<file path="src/rtl/pport_pkg.sv">
package pport_pkg;
  typedef enum logic [1:0] {
    SEL_DATA = 2'd0,
    SEL_STAT = 2'd1,
    SEL_CTRL = 2'd2,
    SEL_NONE = 2'd3
  } reg_sel_e;

  localparam int DATA_W      = 8;
  localparam int CTL_PINS    = 4;
  localparam int STAT_PINS   = 5;
  localparam int CTL_STORE_W = 6;
  localparam int MODE_BIT    = 5;

  // pin level = register bit XOR this mask (bits 0, 1, 3 inverted)
  localparam logic [CTL_PINS-1:0]    CTL_INV   = 4'b1011;
  localparam logic [CTL_STORE_W-1:0] CTL_RESET = 6'b000100;
  localparam logic [DATA_W-1:0]      DATA_RESET = 8'h00;
endpackage

</file>
<file path="src/rtl/pport_sync.sv">
module pport_sync #(
  parameter int W      = 8,
  parameter int STAGES = 2
) (
  input  logic         clk,
  input  logic         rst_n,
  input  logic [W-1:0] d,
  output logic [W-1:0] q
);
  logic [W-1:0] chain [STAGES];

  generate
    for (genvar s = 0; s < STAGES; s++) begin : g_stage
      if (s == 0) begin : g_first
        always_ff @(posedge clk) begin
          if (!rst_n) chain[0] <= '0;
          else        chain[0] <= d;
        end
      end else begin : g_next
        always_ff @(posedge clk) begin
          if (!rst_n) chain[s] <= '0;
          else        chain[s] <= chain[s-1];
        end
      end
    end
  endgenerate

  assign q = chain[STAGES-1];
endmodule

</file>
<file path="src/rtl/pport_decode.sv">
module pport_decode
  import pport_pkg::*;
#(
  parameter int              ADDR_W    = 16,
  parameter logic [ADDR_W-1:0] BASE_ADDR = 16'h0300
) (
  input  logic [ADDR_W-1:0] addr,
  output reg_sel_e          sel
);
  localparam int NUM_REGS = 3;

  logic [ADDR_W-1:0] offset;

  always_comb begin
    offset = addr - BASE_ADDR;
    if (offset < ADDR_W'(NUM_REGS)) sel = reg_sel_e'(offset[1:0]);
    else                            sel = SEL_NONE;
  end
endmodule

</file>
<file path="src/rtl/pport_latch.sv">
module pport_latch
  import pport_pkg::*;
(
  input  logic                   clk,
  input  logic                   rst_n,
  input  logic                   wr_en,
  input  reg_sel_e               sel,
  input  logic [DATA_W-1:0]      wdata,
  output logic [CTL_STORE_W-1:0] ctrl_q,
  output logic [DATA_W-1:0]      dpin_out,
  output logic [DATA_W-1:0]      dpin_oe,
  output logic [CTL_PINS-1:0]    cpin_pull_low
);
  logic [DATA_W-1:0]   data_q;
  logic [CTL_PINS-1:0] ctl_level;

  always_ff @(posedge clk) begin
    if (!rst_n) begin
      data_q <= DATA_RESET;
      ctrl_q <= CTL_RESET;
    end else if (wr_en) begin
      case (sel)
        SEL_DATA: data_q <= wdata;
        SEL_CTRL: ctrl_q <= wdata[CTL_STORE_W-1:0];
        default:  ;
      endcase
    end
  end

  always_comb begin
    ctl_level     = ctrl_q[CTL_PINS-1:0] ^ CTL_INV;
    cpin_pull_low = ~ctl_level;
    dpin_out      = data_q;
    dpin_oe       = {DATA_W{~ctrl_q[MODE_BIT]}};
  end

  // data latch only moves on a data write
  a_r2_data_hold: assert property (@(posedge clk) disable iff (!rst_n)
    !(wr_en && sel == SEL_DATA) |=> $stable(dpin_out));
  a_r2_data_load: assert property (@(posedge clk) disable iff (!rst_n)
    (wr_en && sel == SEL_DATA) |=> dpin_out == $past(wdata));
  // setting the mode bit releases every data driver
  a_r4_input_mode: assert property (@(posedge clk) disable iff (!rst_n)
    (wr_en && sel == SEL_CTRL && wdata[MODE_BIT]) |=> dpin_oe == '0);
  // low nibble 0100 releases all control pins
  a_r6_release: assert property (@(posedge clk) disable iff (!rst_n)
    (wr_en && sel == SEL_CTRL && wdata[3:0] == 4'b0100) |=> cpin_pull_low == '0);
endmodule

</file>
<file path="src/rtl/pport_readmux.sv">
module pport_readmux
  import pport_pkg::*;
(
  input  logic                 clk,
  input  logic                 rst_n,
  input  logic                 rd_en,
  input  reg_sel_e             sel,
  input  logic [DATA_W-1:0]    data_sync,
  input  logic [STAT_PINS-1:0] stat_sync,
  input  logic [CTL_PINS-1:0]  ctl_sync,
  input  logic [1:0]           ctrl_hi,
  output logic                 rsp_valid,
  output logic [DATA_W-1:0]    rsp_data
);
  logic [DATA_W-1:0] ctrl_view;
  logic [DATA_W-1:0] stat_view;
  logic [DATA_W-1:0] pick;

  always_comb begin
    ctrl_view = {2'b11, ctrl_hi, ctl_sync ^ CTL_INV};
    stat_view = {~stat_sync[STAT_PINS-1], stat_sync[STAT_PINS-2:0], 3'b111};
    case (sel)
      SEL_DATA: pick = data_sync;
      SEL_STAT: pick = stat_view;
      SEL_CTRL: pick = ctrl_view;
      default:  pick = '1;
    endcase
  end

  always_ff @(posedge clk) begin
    if (!rst_n) begin
      rsp_valid <= 1'b0;
      rsp_data  <= '0;
    end else begin
      rsp_valid <= rd_en && (sel != SEL_NONE);
      if (rd_en) rsp_data <= pick;
    end
  end

  // top two control bits always read as ones
  a_r5_ctrl_top_ones: assert property (@(posedge clk) disable iff (!rst_n)
    (rsp_valid && $past(sel == SEL_CTRL)) |-> rsp_data[7:6] == 2'b11);
  // low three status bits always read as ones
  a_r8_stat_low_ones: assert property (@(posedge clk) disable iff (!rst_n)
    (rsp_valid && $past(sel == SEL_STAT)) |-> rsp_data[2:0] == 3'b111);
  // a response is always caused by a read one cycle earlier
  a_r10_rsp_cause: assert property (@(posedge clk) disable iff (!rst_n)
    rsp_valid |-> $past(rd_en));
endmodule

</file>
<file path="src/rtl/pport_regs.sv">
module pport_regs
  import pport_pkg::*;
#(
  parameter int                ADDR_W    = 16,
  parameter logic [ADDR_W-1:0] BASE_ADDR = 16'h0300,
  parameter int                SYNC_STAGES = 2
) (
  input  logic              clk,
  input  logic              rst_n,
  input  logic              bus_valid,
  output logic              bus_ready,
  input  logic              bus_write,
  input  logic [ADDR_W-1:0] bus_addr,
  input  logic [7:0]        bus_wdata,
  output logic              rsp_valid,
  output logic [7:0]        rsp_data,
  output logic [7:0]        dpin_out,
  output logic [7:0]        dpin_oe,
  input  logic [7:0]        dpin_in,
  output logic [3:0]        cpin_pull_low,
  input  logic [3:0]        cpin_in,
  input  logic [4:0]        stat_in
);
  localparam int SYNC_W = DATA_W + STAT_PINS + CTL_PINS;

  reg_sel_e                 sel;
  logic                     accept;
  logic                     wr_en;
  logic                     rd_en;
  logic [CTL_STORE_W-1:0]   ctrl_q;
  logic [SYNC_W-1:0]        raw_pins;
  logic [SYNC_W-1:0]        sync_pins;
  logic [DATA_W-1:0]        data_sync;
  logic [STAT_PINS-1:0]     stat_sync;
  logic [CTL_PINS-1:0]      ctl_sync;

  assign bus_ready = 1'b1;
  assign accept    = bus_valid && bus_ready;
  assign wr_en     = accept && bus_write;
  assign rd_en     = accept && !bus_write;

  pport_decode #(.ADDR_W(ADDR_W), .BASE_ADDR(BASE_ADDR)) u_decode (
    .addr (bus_addr),
    .sel  (sel)
  );

  pport_latch u_latch (
    .clk           (clk),
    .rst_n         (rst_n),
    .wr_en         (wr_en),
    .sel           (sel),
    .wdata         (bus_wdata),
    .ctrl_q        (ctrl_q),
    .dpin_out      (dpin_out),
    .dpin_oe       (dpin_oe),
    .cpin_pull_low (cpin_pull_low)
  );

  assign raw_pins = {dpin_in, stat_in, cpin_in};

  pport_sync #(.W(SYNC_W), .STAGES(SYNC_STAGES)) u_sync (
    .clk   (clk),
    .rst_n (rst_n),
    .d     (raw_pins),
    .q     (sync_pins)
  );

  assign data_sync = sync_pins[SYNC_W-1 -: DATA_W];
  assign stat_sync = sync_pins[CTL_PINS +: STAT_PINS];
  assign ctl_sync  = sync_pins[CTL_PINS-1:0];

  pport_readmux u_readmux (
    .clk       (clk),
    .rst_n     (rst_n),
    .rd_en     (rd_en),
    .sel       (sel),
    .data_sync (data_sync),
    .stat_sync (stat_sync),
    .ctl_sync  (ctl_sync),
    .ctrl_hi   (ctrl_q[5:4]),
    .rsp_valid (rsp_valid),
    .rsp_data  (rsp_data)
  );

  // undecoded writes leave every pin output alone
  a_r9_miss_no_effect: assert property (@(posedge clk) disable iff (!rst_n)
    (bus_valid && bus_write && sel == SEL_NONE)
      |=> ($stable(dpin_out) && $stable(dpin_oe) && $stable(cpin_pull_low)));
  // each decoded read is answered in the next cycle
  a_r10_rsp_on_hit: assert property (@(posedge clk) disable iff (!rst_n)
    (bus_valid && !bus_write && sel != SEL_NONE) |=> rsp_valid);
  a_r10_no_rsp_write: assert property (@(posedge clk) disable iff (!rst_n)
    (bus_valid && bus_write) |=> !rsp_valid);
endmodule

</file>
<file path="config.mk">
export PLATFORM = sky130hd
export DESIGN_NAME = pport_regs
export DESIGN_NICKNAME = d
export VERILOG_FILES = /design/src/rtl/pport_pkg.sv /design/src/rtl/pport_sync.sv /design/src/rtl/pport_decode.sv /design/src/rtl/pport_latch.sv /design/src/rtl/pport_readmux.sv /design/src/rtl/pport_regs.sv
export SDC_FILE = /design/constraint.sdc
export NUM_CORES = 1
export LEC_CHECK = 0
export BUFFER_PORTS_ARGS = -buffer_cell sky130_fd_sc_hd__buf_2
export CORE_MARGIN = 4
export CORE_UTILIZATION = 43
export DETAILED_ROUTE_END_ITERATION = 10
export GPL_ROUTABILITY_DRIVEN = 0
export GPL_TIMING_DRIVEN = 0
export PLACE_DENSITY = 0.74
export SYNTH_ARGS = -nofsm -noshare
export SYNTH_HDL_FRONTEND = slang
export SYNTH_SLANG_ARGS = --single-unit
</file>
<file path="constraint.sdc">
create_clock -name clk -period 1.4 [get_ports clk]
set_input_delay 0.28 -clock clk [delete_from_list [all_inputs] [get_ports clk]]
set_output_delay 0.28 -clock clk [all_outputs]
set_load 0.03 [all_outputs]
</file>
### Word-level counts from Yosys, hierarchy flattened

Memory sizes are Yosys's and may differ from the RTL's.
Index checks and enable logic that the tools add are counted.
W data, S select, Z words.

* flip-flop bits (word level): 23
* RAM bits: 34
* output and inout port bits: 30
* memories: 1

Memories
* u_sync.chain: words 2, width 17, read ports 2, clocked after memory_dff 0, wr ports 2, line pport_sync.sv:10 `logic [W-1:0] chain [STAGES];`

* add/sub/neg operators: 1
* magnitude comparators: 1
* equal/unequal tests: 3
* multiplexer cells: 6
* bitwise operators: 7
* reduce and logical (&&, ||, !) cells: 7

Operators with widths (count)
* $mux W17: 2
* $pmux W8 S3: 1
* $lt A16 B2 Y1 const B: 1
* $sub A16 B10 Y16 const B: 1
* $not A3 Y3: 2
* $not A4 Y4: 1
* $reduce_and A2 Y1: 2
* $logic_and A1 B1 Y1: 3
* $eq A2 B1 Y1 const B: 1
* $eq A2 B2 Y1 const B: 1
* $logic_not A2 Y1: 1
* $mux W1: 2
* $mux W2: 1
* $ne A2 B2 Y1 const B: 1
* $not A1 Y1: 2
* $or A1 B1 Y1: 2
* $logic_not A1 Y1: 1

### Depth between registers and ports, before layout

* word-level depth: 5
* depth in mapped cells: 6
* gate-level depth less buffers: 4

### Cells and area by module

From an unflattened synthesis, not the netlist that was laid out.

* cells, all modules: 195
* area, all modules: 2135.8 µm²

Modules (own cells, without submodules)
* pport_sync: instances 1, cells each 71, area an instance 950.9 µm², seq. area each 680.7 µm²
* pport_latch: instances 1, cells each 68, area an instance 649.4 µm², seq. area each 280.3 µm²
* pport_readmux: instances 1, cells each 45, area an instance 447.9 µm², seq. area each 180.2 µm²
* pport_decode: instances 1, cells each 7, area an instance 60.1 µm², seq. area each 0.0 µm²
* pport_regs: instances 1, cells each 4, area an instance 27.5 µm², seq. area each 0.0 µm²

### Least setup slack after synthesis

OpenSTA, ideal clock, no wires.

* kind: in2reg
* from: input port bus_addr[13]
* to: register u_latch.ctrl_q[0]
* setup time: 72 ps
* arrival time: 1285 ps
* required time: 1328 ps
* path slack: 44 ps
* stages on the path: 6
* buffers on the path: 2
* cell sequence: nor4_1 > and4_1 > buf_6 > and3_4 > buf_6 > mux2i_1

* cells in the longest elaborated chain, start to end: 5

Ends and longest elaborated chain
* from (decl): line pport_regs.sv:13 `input logic [ADDR_W-1:0] bus_addr,`
* $sub A16 B10 Y16: line pport_decode.sv:15 `offset = addr - BASE_ADDR;`
* $lt A16 B2 Y1: line pport_decode.sv:16 `if (offset < ADDR_W'(NUM_REGS)) sel = reg_sel_e'(offset[1:0]);`
* $mux W2: line pport_decode.sv:16
* $eq A2 B2 Y1: line pport_latch.sv:22 `case (sel)`
* $reduce_and A2 Y1 (no line)
* to (signal assigned): line pport_latch.sv:24 `SEL_CTRL: ctrl_q <= wdata[CTL_STORE_W-1:0];`
* to (decl): line pport_latch.sv:9 `output logic [CTL_STORE_W-1:0] ctrl_q,`

No other way between the ends.
A chain may end at the register's enable or synchronous reset.

### Final worst setup path

* from: register u_latch.ctrl_q[5]
* to: output port dpin_oe[3]

* cells in the longest elaborated chain, start to end: 1

Ends and longest elaborated chain
* $not A1 Y1: line pport_latch.sv:34 `dpin_oe = {DATA_W{~ctrl_q[MODE_BIT]}};`
* to (decl): line pport_regs.sv:18 `output logic [7:0] dpin_oe,`

No other way between the ends.

==> flow_metrics.py <==
metrics = {
    "outcome": {
        "status": "completed",
    },
    "setup_path": {
        "cp-start-kind": "flip-flop",
        "critical_path_class": "reg -> out",
        "required_ps": 1120,
        "worstSetupEndpointType": "primary output",
        "crit_fanout": 8,
        "reg2reg_depth": 3,
        "cp.arrival_ps": 1030,
    },
    "detailed_routing": {
        "drt_first_pass_iters": 4,
        "ant_nets": 0,
        "via_count": 1516,
        "drcViolationCount": 0,
        "via_per_inst": 4.47,
        "drt_iter0_drc": 40,
        "routedWlPerCell_um": 11.5,
        "totalWireLength_um": 3890,
    },
    "global_routing": {
        "grt_pass1_wl_um": 6420,
        "grt_util_met2_pct": 20.6,
        "grtUsageMet3_pct": 6.67,
        "grt_max_degree": 11,
        "grt_antenna_before_repair": 0,
        "grt_overflow": 0,
        "grt.busiest_layer": "met2",
        "use_met1_pct": 16.2,
        "grt_pass1_vias": 1410,
        "grt_usage_pct": 14.0,
    },
    "die": {
        "core_mm2": 0.00447,
        "initial_core_util_pct": 45.4,
        "floorplan.die_area_mm2": 0.00589,
        "die_h_um": 76.7,
        "rows": 24,
        "pin_count": 75,
        "die_width_um": 76.7,
    },
    "sta": {
        "fin_skew_ps": 4.91,
        "drv_slew": 0,
        "hold_viol_final": 0,
        "max_freq_mhz": 762,
        "fin_tns_setup_ps": 0,
        "period_share_pct": 93.7,
        "period_needed_ps": 1310,
        "setup_viol": 0,
        "rsz0062_at_grt": "no",
    },
    "cts": {
        "cts.path.max_buffers": 2,
        "root_buffer": "clkbuf_8",
        "clk_pin_slew_worst_paths_ps": 60,
        "clock_latency_ps": 310,
        "cts_sinks": 57,
        "cts_buffers": 9,
        "htree_levels": 3,
        "post_cts_buffers": 0,
        "cts_tree": "built",
    },
    "layout": {
        "final_common_cell": "buf_2",
        "layout_common_cells": "buf_2, dfxtp_1, and2_1",
        "area_growth_syn_to_layout_pct": 30.8,
        "layout-drive-gt1-share_pct": 37.3,
        "antenna_cells": 0,
        "layout.cells.non_filler": 339,
        "nNetsFinal": 327,
    },
    "worst_hold_path": {
        "holdCritPathClass": "in -> reg",
        "hold_path_depth": 2,
    },
    "synthesis": {
        "netlist_area_mm2": 0.00203,
        "synth_edf_count": 0,
        "synth_ff_type": "dfxtp_1",
        "ys_types": 29,
        "syn_avg_cell_area_um2": 10.2,
        "synth_warnings": 0,
        "ys_async_sr_fraction_pct": 0,
        "ys_seq_area_share_pct": 56.2,
        "synth-seq-cells": 57,
        "synth_cells": 199,
        "syn_nets": 244,
    },
    "pwr": {
        "power_frac_seq_pct": 50.4,
        "p_switching_mw": 0.732,
        "worst_ir_drop_vdd_v": 0.000611,
        "p_clk_share_pct": 42.8,
        "p_comb_share_pct": 6.8,
        "leakage_nw": 1.26,
        "power_density_mw_per_mm2": 1270,
        "p_int_mw": 2.64,
        "swShare_pct": 21.7,
    },
    "run": {
        "drv_cap": 0,
    },
    "placement": {
        "hpwl_um": 2840,
        "port_buffers": 72,
        "dpl.cell_count": 323,
    },
}
==> stage by stage <==
stage	area [um2]	hold WS [ps]	utilization, %	worst slack (ps)	power (mW)
6_report	2660	168	59.4	88.2	3.38
5_1_grt	2660	153	59.4	34.5	3.53
4_1_cts	2650	151	59.3	12.8	3.42
3_5_place_dp	2460	417	54.9	-186	1.97
3_3_place_gp	2460	416	54.9	-172	1.96
2_1_floorplan	2030	406	-	43.9	1.86
==> layer usage <==
metal	part of all wire [%]	wire length, um
met4	2.4	95
met5	0	0
met3	9.3	360
met1	45	1730
met2	44	1690
==> worst max-delay path: stages (launching register included) <==
cell	delay, ps
dfxtp_2	370
inv_4	60
buf_4	120
clkbuf_4	170
==> power groups by stage <==
stage	Clock [mW]	Sequential, mW	Combinational (mW)
5_1_grt	1.56	1.71	0.257
3_3_place_gp	0	1.73	0.230
2_1_floorplan	0	1.76	0.101
4_1_cts	1.49	1.70	0.233
6_report	1.45	1.70	0.230
3_5_place_dp	0	1.74	0.231
==> path summary, 6_finish.rpt <==
check / startpoint / to / slack, ps
worst max-delay path: u_latch.ctrl_q[5] / dpin_oe[3] / 90
worst min-delay path: stat_in[0] / u_sync.chain[0][4] / 170
worst max register to register: u_sync.chain[1][15] / u_readmux.rsp_data[6] / 570
worst min register to register: u_sync.chain[0][10] / u_sync.chain[1][10] / 430
==> state kept, by name, indices dropped and copies added, names as in the netlist <==
name	flops
u_latch.ctrl_q	6
u_latch.dpin_out	8
u_readmux.rsp_data	8
u_readmux.rsp_valid	1
u_sync.chain	34
==> area by class of cell <==
type	instances	area (um2)
Buffer	22	139
Clock buffer	10	138
Clock inverter	6	57.6
Fill cell	402	1820
Inverter	3	13.8
Multi-Input combinational cell	117	741
Sequential cell	57	1140
Tap cell	52	65.1
Timing Repair Buffer	72	363
==> what timing repair did <==
item,CTS,global route
cloned,0,0
endpoints found under the setup margin,7,7
gates resized for setup,1,3
hold buffers,0,0
==> logic make-up (layout without fill, tap and decap cells) <==
logic type | Yosys count | count (layout) | synth area share [%]
flops | 57 | 57 | 56.2
compound gates | 26 | 26 | 7.70
mux | 14 | 14 | 6.90
simple gates | 76 | 76 | 21.7
buf+inv | 25 | 113 | 7.39
other cells | 1 | 1 | 0.185
==> synth_stat cells, types with 2 or more instances <==
master | instances | area (um2)
nand3_1 | 3 | 15.0
and2b_1 | 2 | 15.0
o21ai_0 | 11 | 55.1
a31oi_1 | 3 | 18.8
and2_1 | 36 | 225
nor4_1 | 2 | 12.5
a22oi_1 | 3 | 22.5
clkbuf_1 | 9 | 33.8
nand2_1 | 23 | 86.3
buf_4 | 11 | 82.6
a21oi_1 | 5 | 25.0
mux2i_1 | 14 | 140
nor2b_1 | 2 | 12.5
inv_1 | 3 | 11.3
dfxtp_1 | 57 | 1140
buf_6 | 2 | 22.5
Note: power is estimated with default switching activity, not from simulation.
